`src/rtl/tagcmp_pkg.sv`:
```
package tagcmp_pkg;

  typedef enum logic [1:0] {
    TC_IDLE = 2'd0,
    TC_SHUF = 2'd1,
    TC_CMP  = 2'd2
  } tc_state_e;

  // Words needed to hold len_bytes, clamped to [1, max_words]
  function automatic int unsigned words_for_len(int unsigned len_bytes,
                                                int unsigned word_bytes,
                                                int unsigned max_words);
    int unsigned w;
    w = (len_bytes + word_bytes - 1) / word_bytes;
    if (w == 0) w = 1;
    if (w > max_words) w = max_words;
    return w;
  endfunction

endpackage

```
`src/rtl/tagcmp_lfsr.sv`:
```
module tagcmp_lfsr #(
  parameter int             W        = 16,
  parameter logic [W-1:0]   TAPS     = 16'hB400,
  parameter logic [W-1:0]   ALT_SEED = 16'hACE1
) (
  input  logic         clk,
  input  logic         rst,
  input  logic         load,
  input  logic [W-1:0] seed,
  input  logic         adv,
  output logic [W-1:0] state
);

  logic [W-1:0] q;

  always_ff @(posedge clk) begin
    if (rst) begin
      q <= ALT_SEED;
    end else if (load) begin
      q <= (seed == '0) ? ALT_SEED : seed;
    end else if (adv) begin
      q <= q[0] ? ((q >> 1) ^ TAPS) : (q >> 1);
    end
  end

  assign state = q;

endmodule

```
`src/rtl/tagcmp_shuffle.sv`:
```
module tagcmp_shuffle #(
  parameter int NW = 4,
  parameter int IW = 2,
  parameter int RW = 16
) (
  input  logic            clk,
  input  logic            rst,
  input  logic            init,
  input  logic            step,
  input  logic [IW-1:0]   pos,
  input  logic [IW:0]     n_words,
  input  logic [RW-1:0]   rnd,
  output logic [NW*IW-1:0] perm_flat
);

  logic [IW-1:0] perm_q [NW];
  logic [IW:0]   span;
  logic [IW-1:0] pick;
  logic          do_swap;

  // Fisher-Yates step: pick j in [0, pos], swap entries pos and j
  assign span    = {1'b0, pos} + 1'b1;
  assign pick    = IW'(rnd % RW'(span));
  assign do_swap = step && ({1'b0, pos} < n_words);

  always_ff @(posedge clk) begin
    if (rst || init) begin
      for (int k = 0; k < NW; k++) perm_q[k] <= IW'(k);
    end else if (do_swap) begin
      perm_q[pos]  <= perm_q[pick];
      perm_q[pick] <= perm_q[pos];
    end
  end

  for (genvar g = 0; g < NW; g++) begin : g_flat
    assign perm_flat[g*IW +: IW] = perm_q[g];
  end

endmodule

```
`src/rtl/tagcmp_accum.sv`:
```
module tagcmp_accum #(
  parameter int NW = 4,
  parameter int WW = 32,
  parameter int IW = 2
) (
  input  logic             clk,
  input  logic             rst,
  input  logic             clr,
  input  logic             en,
  input  logic             dec,
  input  logic [IW-1:0]    sel,
  input  logic [NW*WW-1:0] calc_flat,
  input  logic [NW*WW-1:0] recv_flat,
  output logic [NW*WW-1:0] tag_out,
  output logic             acc_q,
  output logic             word_diff
);

  logic [WW-1:0]    calc_w;
  logic [WW-1:0]    recv_w;
  logic [NW*WW-1:0] tag_q;

  assign calc_w    = calc_flat[sel*WW +: WW];
  assign recv_w    = recv_flat[sel*WW +: WW];
  assign word_diff = dec && (|(calc_w ^ recv_w));

  always_ff @(posedge clk) begin
    if (rst || clr) begin
      acc_q <= 1'b0;
      tag_q <= '0;
    end else if (en) begin
      if (dec) acc_q <= acc_q | word_diff;
      else     tag_q[sel*WW +: WW] <= calc_w;
    end
  end

  assign tag_out = tag_q;

endmodule

```
`src/rtl/tagcmp_unit.sv`:
```
module tagcmp_unit #(
  parameter int                  WORD_W    = 32,
  parameter int                  NUM_WORDS = 4,
  parameter int                  LFSR_W    = 16,
  parameter logic [LFSR_W-1:0]   LFSR_TAPS = 16'hB400,
  parameter int                  LEN_W     = $clog2(NUM_WORDS*WORD_W/8 + 1)
) (
  input  logic                        clk,
  input  logic                        rst,
  input  logic                        start,
  input  logic                        decrypt,
  input  logic [LEN_W-1:0]            tag_len,
  input  logic [NUM_WORDS*WORD_W-1:0] calc_tag,
  input  logic [NUM_WORDS*WORD_W-1:0] recv_tag,
  input  logic [LFSR_W-1:0]           seed,
  output logic [NUM_WORDS*WORD_W-1:0] tag_out,
  output logic                        done,
  output logic                        mismatch
);
  import tagcmp_pkg::*;

  localparam int WORD_BYTES = WORD_W / 8;
  localparam int TAG_W      = NUM_WORDS * WORD_W;
  localparam int IDX_W      = (NUM_WORDS > 1) ? $clog2(NUM_WORDS) : 1;
  localparam int CNT_W      = IDX_W + 1;

  tc_state_e          state_q;
  logic [IDX_W-1:0]   pos_q;
  logic [CNT_W-1:0]   cnt_q;
  logic [CNT_W-1:0]   nw_q;
  logic [CNT_W-1:0]   nw_in;
  logic               dec_q;
  logic [TAG_W-1:0]   calc_q;
  logic [TAG_W-1:0]   recv_q;
  logic               done_q;
  logic               mis_q;
  logic               idle_w;
  logic               accept;
  logic [LFSR_W-1:0]  lfsr_w;
  logic [NUM_WORDS*IDX_W-1:0] perm_w;
  logic [IDX_W-1:0]   sel_w;
  logic               acc_w;
  logic               diff_w;

  assign idle_w = (state_q == TC_IDLE);
  assign accept = start && idle_w;

  always_comb begin
    nw_in = CNT_W'(words_for_len(int'(tag_len), WORD_BYTES, NUM_WORDS));
  end

  tagcmp_lfsr #(.W(LFSR_W), .TAPS(LFSR_TAPS)) u_lfsr (
    .clk   (clk),
    .rst   (rst),
    .load  (accept),
    .seed  (seed),
    .adv   (state_q == TC_SHUF),
    .state (lfsr_w)
  );

  tagcmp_shuffle #(.NW(NUM_WORDS), .IW(IDX_W), .RW(LFSR_W)) u_shuf (
    .clk       (clk),
    .rst       (rst),
    .init      (accept),
    .step      (state_q == TC_SHUF),
    .pos       (pos_q),
    .n_words   (nw_q),
    .rnd       (lfsr_w),
    .perm_flat (perm_w)
  );

  assign sel_w = perm_w[cnt_q[IDX_W-1:0]*IDX_W +: IDX_W];

  tagcmp_accum #(.NW(NUM_WORDS), .WW(WORD_W), .IW(IDX_W)) u_acc (
    .clk       (clk),
    .rst       (rst),
    .clr       (accept),
    .en        (state_q == TC_CMP),
    .dec       (dec_q),
    .sel       (sel_w),
    .calc_flat (calc_q),
    .recv_flat (recv_q),
    .tag_out   (tag_out),
    .acc_q     (acc_w),
    .word_diff (diff_w)
  );

  always_ff @(posedge clk) begin
    if (rst) begin
      state_q <= TC_IDLE;
      pos_q   <= '0;
      cnt_q   <= '0;
      nw_q    <= CNT_W'(1);
      dec_q   <= 1'b0;
      calc_q  <= '0;
      recv_q  <= '0;
      done_q  <= 1'b0;
      mis_q   <= 1'b0;
    end else begin
      done_q <= 1'b0;
      unique case (state_q)
        TC_IDLE: begin
          if (start) begin
            calc_q  <= calc_tag;
            recv_q  <= recv_tag;
            dec_q   <= decrypt;
            nw_q    <= nw_in;
            mis_q   <= 1'b0;
            cnt_q   <= '0;
            pos_q   <= IDX_W'(NUM_WORDS - 1);
            state_q <= (NUM_WORDS > 1) ? TC_SHUF : TC_CMP;
          end
        end
        TC_SHUF: begin
          if (pos_q == IDX_W'(1)) state_q <= TC_CMP;
          else                    pos_q   <= pos_q - 1'b1;
        end
        TC_CMP: begin
          cnt_q <= cnt_q + 1'b1;
          if (cnt_q == nw_q - 1'b1) begin
            state_q <= TC_IDLE;
            done_q  <= 1'b1;
            mis_q   <= acc_w | diff_w;
          end
        end
        default: state_q <= TC_IDLE;
      endcase
    end
  end

  assign done     = done_q;
  assign mismatch = mis_q;

endmodule

```
`config.mk`:
```
export PLATFORM = sky130hd
export DESIGN_NAME = tagcmp_unit
export DESIGN_NICKNAME = d
export VERILOG_FILES = /design/src/rtl/tagcmp_pkg.sv /design/src/rtl/tagcmp_lfsr.sv /design/src/rtl/tagcmp_shuffle.sv /design/src/rtl/tagcmp_accum.sv /design/src/rtl/tagcmp_unit.sv
export SDC_FILE = /design/constraint.sdc
export NUM_CORES = 1
export LEC_CHECK = 0
export ABC_AREA = 1
export BUFFER_PORTS_ARGS = -buffer_cell sky130_fd_sc_hd__buf_2
export CORE_ASPECT_RATIO = 0.75
export CORE_MARGIN = 10
export CORE_UTILIZATION = 45
export CTS_BUF_LIST = sky130_fd_sc_hd__clkbuf_16
export CTS_CLUSTER_DIAMETER = 80
export DETAILED_ROUTE_END_ITERATION = 12
export PLACE_DENSITY = 0.66
export SYNTH_ARGS = -nofsm -noshare
export SYNTH_HDL_FRONTEND = slang
export SYNTH_HIERARCHICAL = 1
export SYNTH_SLANG_ARGS = --single-unit
```
`constraint.sdc`:
```
create_clock -name clk -period 27.5 [get_ports clk]
set_input_delay 2.75 -clock clk [delete_from_list [all_inputs] [get_ports clk]]
set_output_delay 2.75 -clock clk [all_outputs]
set_load 0.03 [all_outputs]
```
# ---- Word-level counts from Yosys, hierarchy flattened
# Memory sizes are Yosys's and may differ from the RTL's. A register that Yosys moved wholly into a read port is not among the register bits.
# Cells that the tools add are included.
dict set report totals {
  elab_cells 95
  register_bits 414
  mem_bits_ro 0
  memories 1
  latch_bits 0
  output_inout_bits 130
  ram_bits 8
}
dict set report op_classes {
  n_mux 33
  add_sub_neg 7
  div 1
  multipliers 0
  n_eq_ne 8
  n_reduce_logical 21
  n_lt_le_gt_ge 2
  n_shift 5
  bitwise_logic 5
}
# memory depth word_bits read_ports rd_ports_with_merged_regs wr line_no
set memory_table {}
lappend memory_table {u_shuf.perm_q 4 2 6 1 4 tagcmp_shuffle.sv:16} ;# logic [IW-1:0] perm_q [NW];
# operator n
set op_table {}
lappend op_table {{128-bit by 8-bit variable part select with 32-bit output} 2}
lappend op_table {{128-bit bitwise mux} 1}
lappend op_table {{32-bit by 34-bit variable shift with 128-bit output, first input constant} 1}
lappend op_table {{32-bit by 34-bit variable part select with 128-bit output} 1}
lappend op_table {{16-bit two-way mux} 4}
lappend op_table {{7-bit negator with 34-bit output} 1}
lappend op_table {{32-bit zero test} 1}
lappend op_table {{32-bit OR reduction} 1}
lappend op_table {{32-bit bitwise XOR} 1}
lappend op_table {{30-bit by 3-bit greater-than comparator with 1-bit output, second input constant} 1}
lappend op_table {{30-bit two-way mux} 1}
lappend op_table {{2-bit two-way mux} 11}
lappend op_table {{16-bit zero test} 1}
lappend op_table {{16-bit by 3-bit remainder unit with 16-bit output} 1}
lappend op_table {{1-bit two-way mux} 10}
lappend op_table {{3-bit AND reduction} 3}
lappend op_table {{2-bit inequality test, second input constant} 4}
lappend op_table {{2-bit AND reduction} 4}
lappend op_table {{8-bit by 4-bit variable part select with 2-bit output} 1}
lappend op_table {{6-bit by 1-bit subtractor with 7-bit output, second input constant} 1}
lappend op_table {{5-bit by 3-bit adder with 6-bit output, second input constant} 1}
lappend op_table {{3-bit two-way mux} 2}
lappend op_table {{2-bit one-hot mux with 3 select lines} 1}
lappend op_table {{3-bit one-hot mux with 2 select lines} 1}
lappend op_table {{18 further kinds} 26}

# ---- Longest topological paths before layout
dict set report depth {
  depth_word 8
  ltp_mapped 160
}

# ---- By module
# Netlist, hierarchy kept.
# module area_each_um2 cells_each seq_area_each_um2 n_inst
set modules_own_cells {}
lappend modules_own_cells {tagcmp_unit 9407.8 1215 5385.2 1}
lappend modules_own_cells {tagcmp_accum 8015.2 1408 2582.5 1}
lappend modules_own_cells {tagcmp_shuffle 5804.3 1030 240.2 1}
lappend modules_own_cells {tagcmp_lfsr 875.8 133 320.3 1}

# ---- Least setup slack after synthesis
# Ideal clock, no wire load.
dict set report synth_path {
  path_type {register to register}
  startpoint {register pos_q[0]}
  endpoint {memory u_shuf.perm_q[3][0] (enable)}
  setup_slack_ns 5.852
  arrival_time_ns 21.304
  path_stages_with_launch 146
  synth_period_minus_slack_ns 21.648
  setup_ns 0.345
  t_required_ns 27.155
  n_path_buf 3
  cell_sequence {dfxtp_1 -> clkinv_1 -> ha_1 -> inv_1 -> a31o_2 -> a21boi_0 -> ha_1 -> o21ai_1 -> nand2_1 -> nand2_1 -> o21ai_1 -> ha_1 -> inv_1 -> o21bai_1 -> nand2_1 -> nand2_1 -> nor2_1 -> a21oi_1 -> [... 110 more ...] -> nand2_1 -> inv_1 -> nand3_2 -> nor2_4 -> nand2_2 -> nor2_4 -> nand2_2 -> buf_4 -> o21ai_2 -> inv_1 -> fa_1 -> o211ai_1 -> nor2_4 -> nand3_4 -> nand2_2 -> nand2_4 -> nand3_1 -> o311ai_1}
}
# element line_no
set synth_rtl {}
lappend synth_rtl {{start: declaration} tagcmp_unit.sv:28} ;# logic [IDX_W-1:0] pos_q;
lappend synth_rtl {{start signal: assignment} tagcmp_unit.sv:110} ;# pos_q <= IDX_W'(NUM_WORDS - 1);
lappend synth_rtl {{start signal: assignment} tagcmp_unit.sv:116} ;# else pos_q <= pos_q - 1'b1;
lappend synth_rtl {{end: declaration} tagcmp_shuffle.sv:16}

==> run metrics <==
result of the run finished clean; core footprint 53000 sq um; source-to-sink clock delay at the later pin of the worst-skew pair 0.57 ns; warnings from Yosys 6; GRT overflow 0; most used flip-flop cell after synthesis dfxtp_1; Slew Limit Fails 0; die height 220 um; layout cells sized above 1 15.8%; placed cell count 4727; Max Buffers Root-to-Sink 3; average size of a mapped cell 6.37 sq um; cell area after technology mapping 24100 sq um; number of synthesized register bits 422; # Max-Cap Violations 0; transition time at the pin with the least slew margin 1.06 ns; horizontal die dimension 287 um; RSZ-0062 raised after global routing false; CP endpoint kind flip-flop; top library cells by usage in the layout, fill and taps aside nand2_1, nor2_1, dfxtp_1; number of placement rows 73; H-tree level count 2; crit-path max cell delay 0.52 ns; number of antenna violations at the first check in global routing 2; routed vias 25.2k; CP dominant cell by count nand2_1; sequential element share of the synthesized area 35.4%; Final Setup Violations 0; antenna cells 0; relative max-transition margin 29.6%; final weighted congestion in routability-driven placement 0.926; proportion of synthesized flip-flops having asynchronous set or reset 0%; Worst Path Arrival 24.81 ns; library cells used by synthesis 61; Crit Path Class reg -> reg; area growth from synthesis to layout 14.7%; Post-Route Hold Slack 0.455 ns; Post-Layout Cell Count 4809; area of the die 63300 sq um; Antenna Nets Post-Route 0; clock sink count 422; worst clock skew on the final layout 0.0291 ns; IO Port Bufs 410; via count of the first global-routing pass 23.3k; Max stage delay cell, worst path ha_1; clock buffers created by TritonCTS 42; Detailed Place HPWL 64.5 mm; GRT Overall Usage 26.5%; average wire per cell in the routed design 18.3 um; I/O pins 411; initial standard-cell utilization of the core 45.5%; CP max FO 26; crit path launch type flip-flop; hold crit path type reg -> reg; post-synthesis instance total 3786; starting DRC count in detailed routing 2732; clock edge transition at the registers on the reported setup and hold paths 0.07 ns; Post-route DRC 0; largest net degree at the start of global routing 150; net total in the final layout 4403; endpoints failing hold 0; Routed Wire Length 88.2 mm; Final TNS setup 0 ns; root cell of the clock tree clkbuf_16; max frequency 40.8 MHz; detailed-router iteration count before antenna repair 6; final period utilization 89.1%; CP required 27.81 ns; Mapped Nets 4126; clock tree from TritonCTS built; Via-to-Cell Ratio 5.24; wire length of the first global-routing pass 133 mm; EDFF count, synth 8; min cycle time layout 24.50 ns; most common cell after layout, fill and taps aside nand2_1
==> Yosys cell counts (4+ instances only) <==
cell	number	area, sq um
a21oi_1	181	906
buf_1	9	33.8
buf_2	53	265
buf_4	20	150
buf_6	17	191
clkbuf_1	105	394
clkinv_1	12	45.0
dfxtp_1	414	8290
edfxtp_1	8	240
ha_1	58	726
inv_1	221	830
inv_2	19	71.3
nand2_1	1133	4250
nand2_2	29	181
nand2_4	8	90.1
nand3_1	272	1360
nand3_2	20	200
nand3_4	7	123
nand3b_1	6	45.0
nand4_1	34	213
nor2_1	667	2500
nor2_2	16	100
nor2_4	19	214
nor3_1	37	185
o21ai_0	306	1530
o21ai_1	15	75.1
o21ai_2	5	43.8
o21bai_1	10	75.1
o22ai_1	4	25.0
or2_2	5	31.3
xnor2_1	10	87.6
xor2_1	26	228
==> kinds of logic (layout without fill, tap and decap cells) <==
| kind of cell | after synthesis | count (layout) | synth area share (%) |
|---|---|---|---|
| buf+inv | 459 | 770 | 8.31 |
| fa+ha+maj | 59 | 59 | 3.09 |
| simple gates | 2264 | 2264 | 39.9 |
| compound gates | 546 | 546 | 12.0 |
| flops | 422 | 422 | 35.4 |
| xor+xnor | 36 | 36 | 1.31 |
==> critical path, delay by kind of cell (launching register included) <==
family                     cells  cell delay (ns)
AOI/OAI and AO/OA             37             6.92
and+or+nand+nor               68             8.45
adders and majority gates     16             5.18
DFF                            1             0.30
buffers and inverters         26             3.39
==> per-stage QoR <==
step	worst slack, ns	utilization (%)	instance area, sq um
after global placement	3.67	49.6	26300
after global routing	0.121	52.2	27600
final	3.00	52.2	27600
after detailed placement	2.79	49.6	26300
after CTS	2.77	52.1	27600
after floorplan	5.85	-	24100
==> what timing repair did <==
item,4_1_cts,5_1_grt
setup endpoints to repair,0,16
resized for setup,0,1
hold buffers,0,0
setup buffers,0,4
==> state kept, by name (all words and copies together), names as in the netlist <==
| name | count |
|---|---|
| recv_q | 128 |
| done | 1 |
| u_acc/acc_q | 1 |
| pos_q | 2 |
| u_shuf/perm_q | 8 |
| u_lfsr/state | 16 |
| cnt_q | 3 |
| state_q | 2 |
| nw_q | 3 |
| mismatch | 1 |
| dec_q | 1 |
| u_acc/tag_out | 128 |
| calc_q | 128 |
==> worst paths after layout <==
check | from | to | slack [ns] | cells after the start
worst max-delay path | pos_q[0]$_SDFFE_PP0P_ | u_shuf/perm_q[1][0]$_DFFE_PP_ | 3.00 | 147
worst min-delay path | u_acc/acc_q$_SDFFE_PP0P_ | u_acc/acc_q$_SDFFE_PP0P_ | 0.45 | 2
worst max register to register | pos_q[0]$_SDFFE_PP0P_ | u_shuf/perm_q[1][0]$_DFFE_PP_ | 3.00 | 147
worst min register to register | u_acc/acc_q$_SDFFE_PP0P_ | u_acc/acc_q$_SDFFE_PP0P_ | 0.45 | 2
==> metal layers <==
| metal | routed length (um) | vias up | track usage (%) |
|---|---|---|---|
| met5 | 22 | - | 0 |
| met4 | 2400 | 4 | 7.25 |
| met3 | 7540 | 121 | 6.20 |
| met2 | 37800 | 892 | 40.1 |
| met1 | 40400 | 11600 | 37.2 |
| li1 | - | 12600 | - |
==> layout make-up <==
cell class / instances / area (sq um)
clock buffer: 44 / 1100
sequential: 422 / 8530
tap: 712 / 891
timing repair buffer: 438 / 2260
clock inverter: 34 / 259
fill: 5563 / 25300
multi-input combinational: 2905 / 13600
inverter: 254 / 982
Power is left out: the tool's default activity adds up to more than one toggle a clock period on the data nets, which glitch-free logic cannot reach.
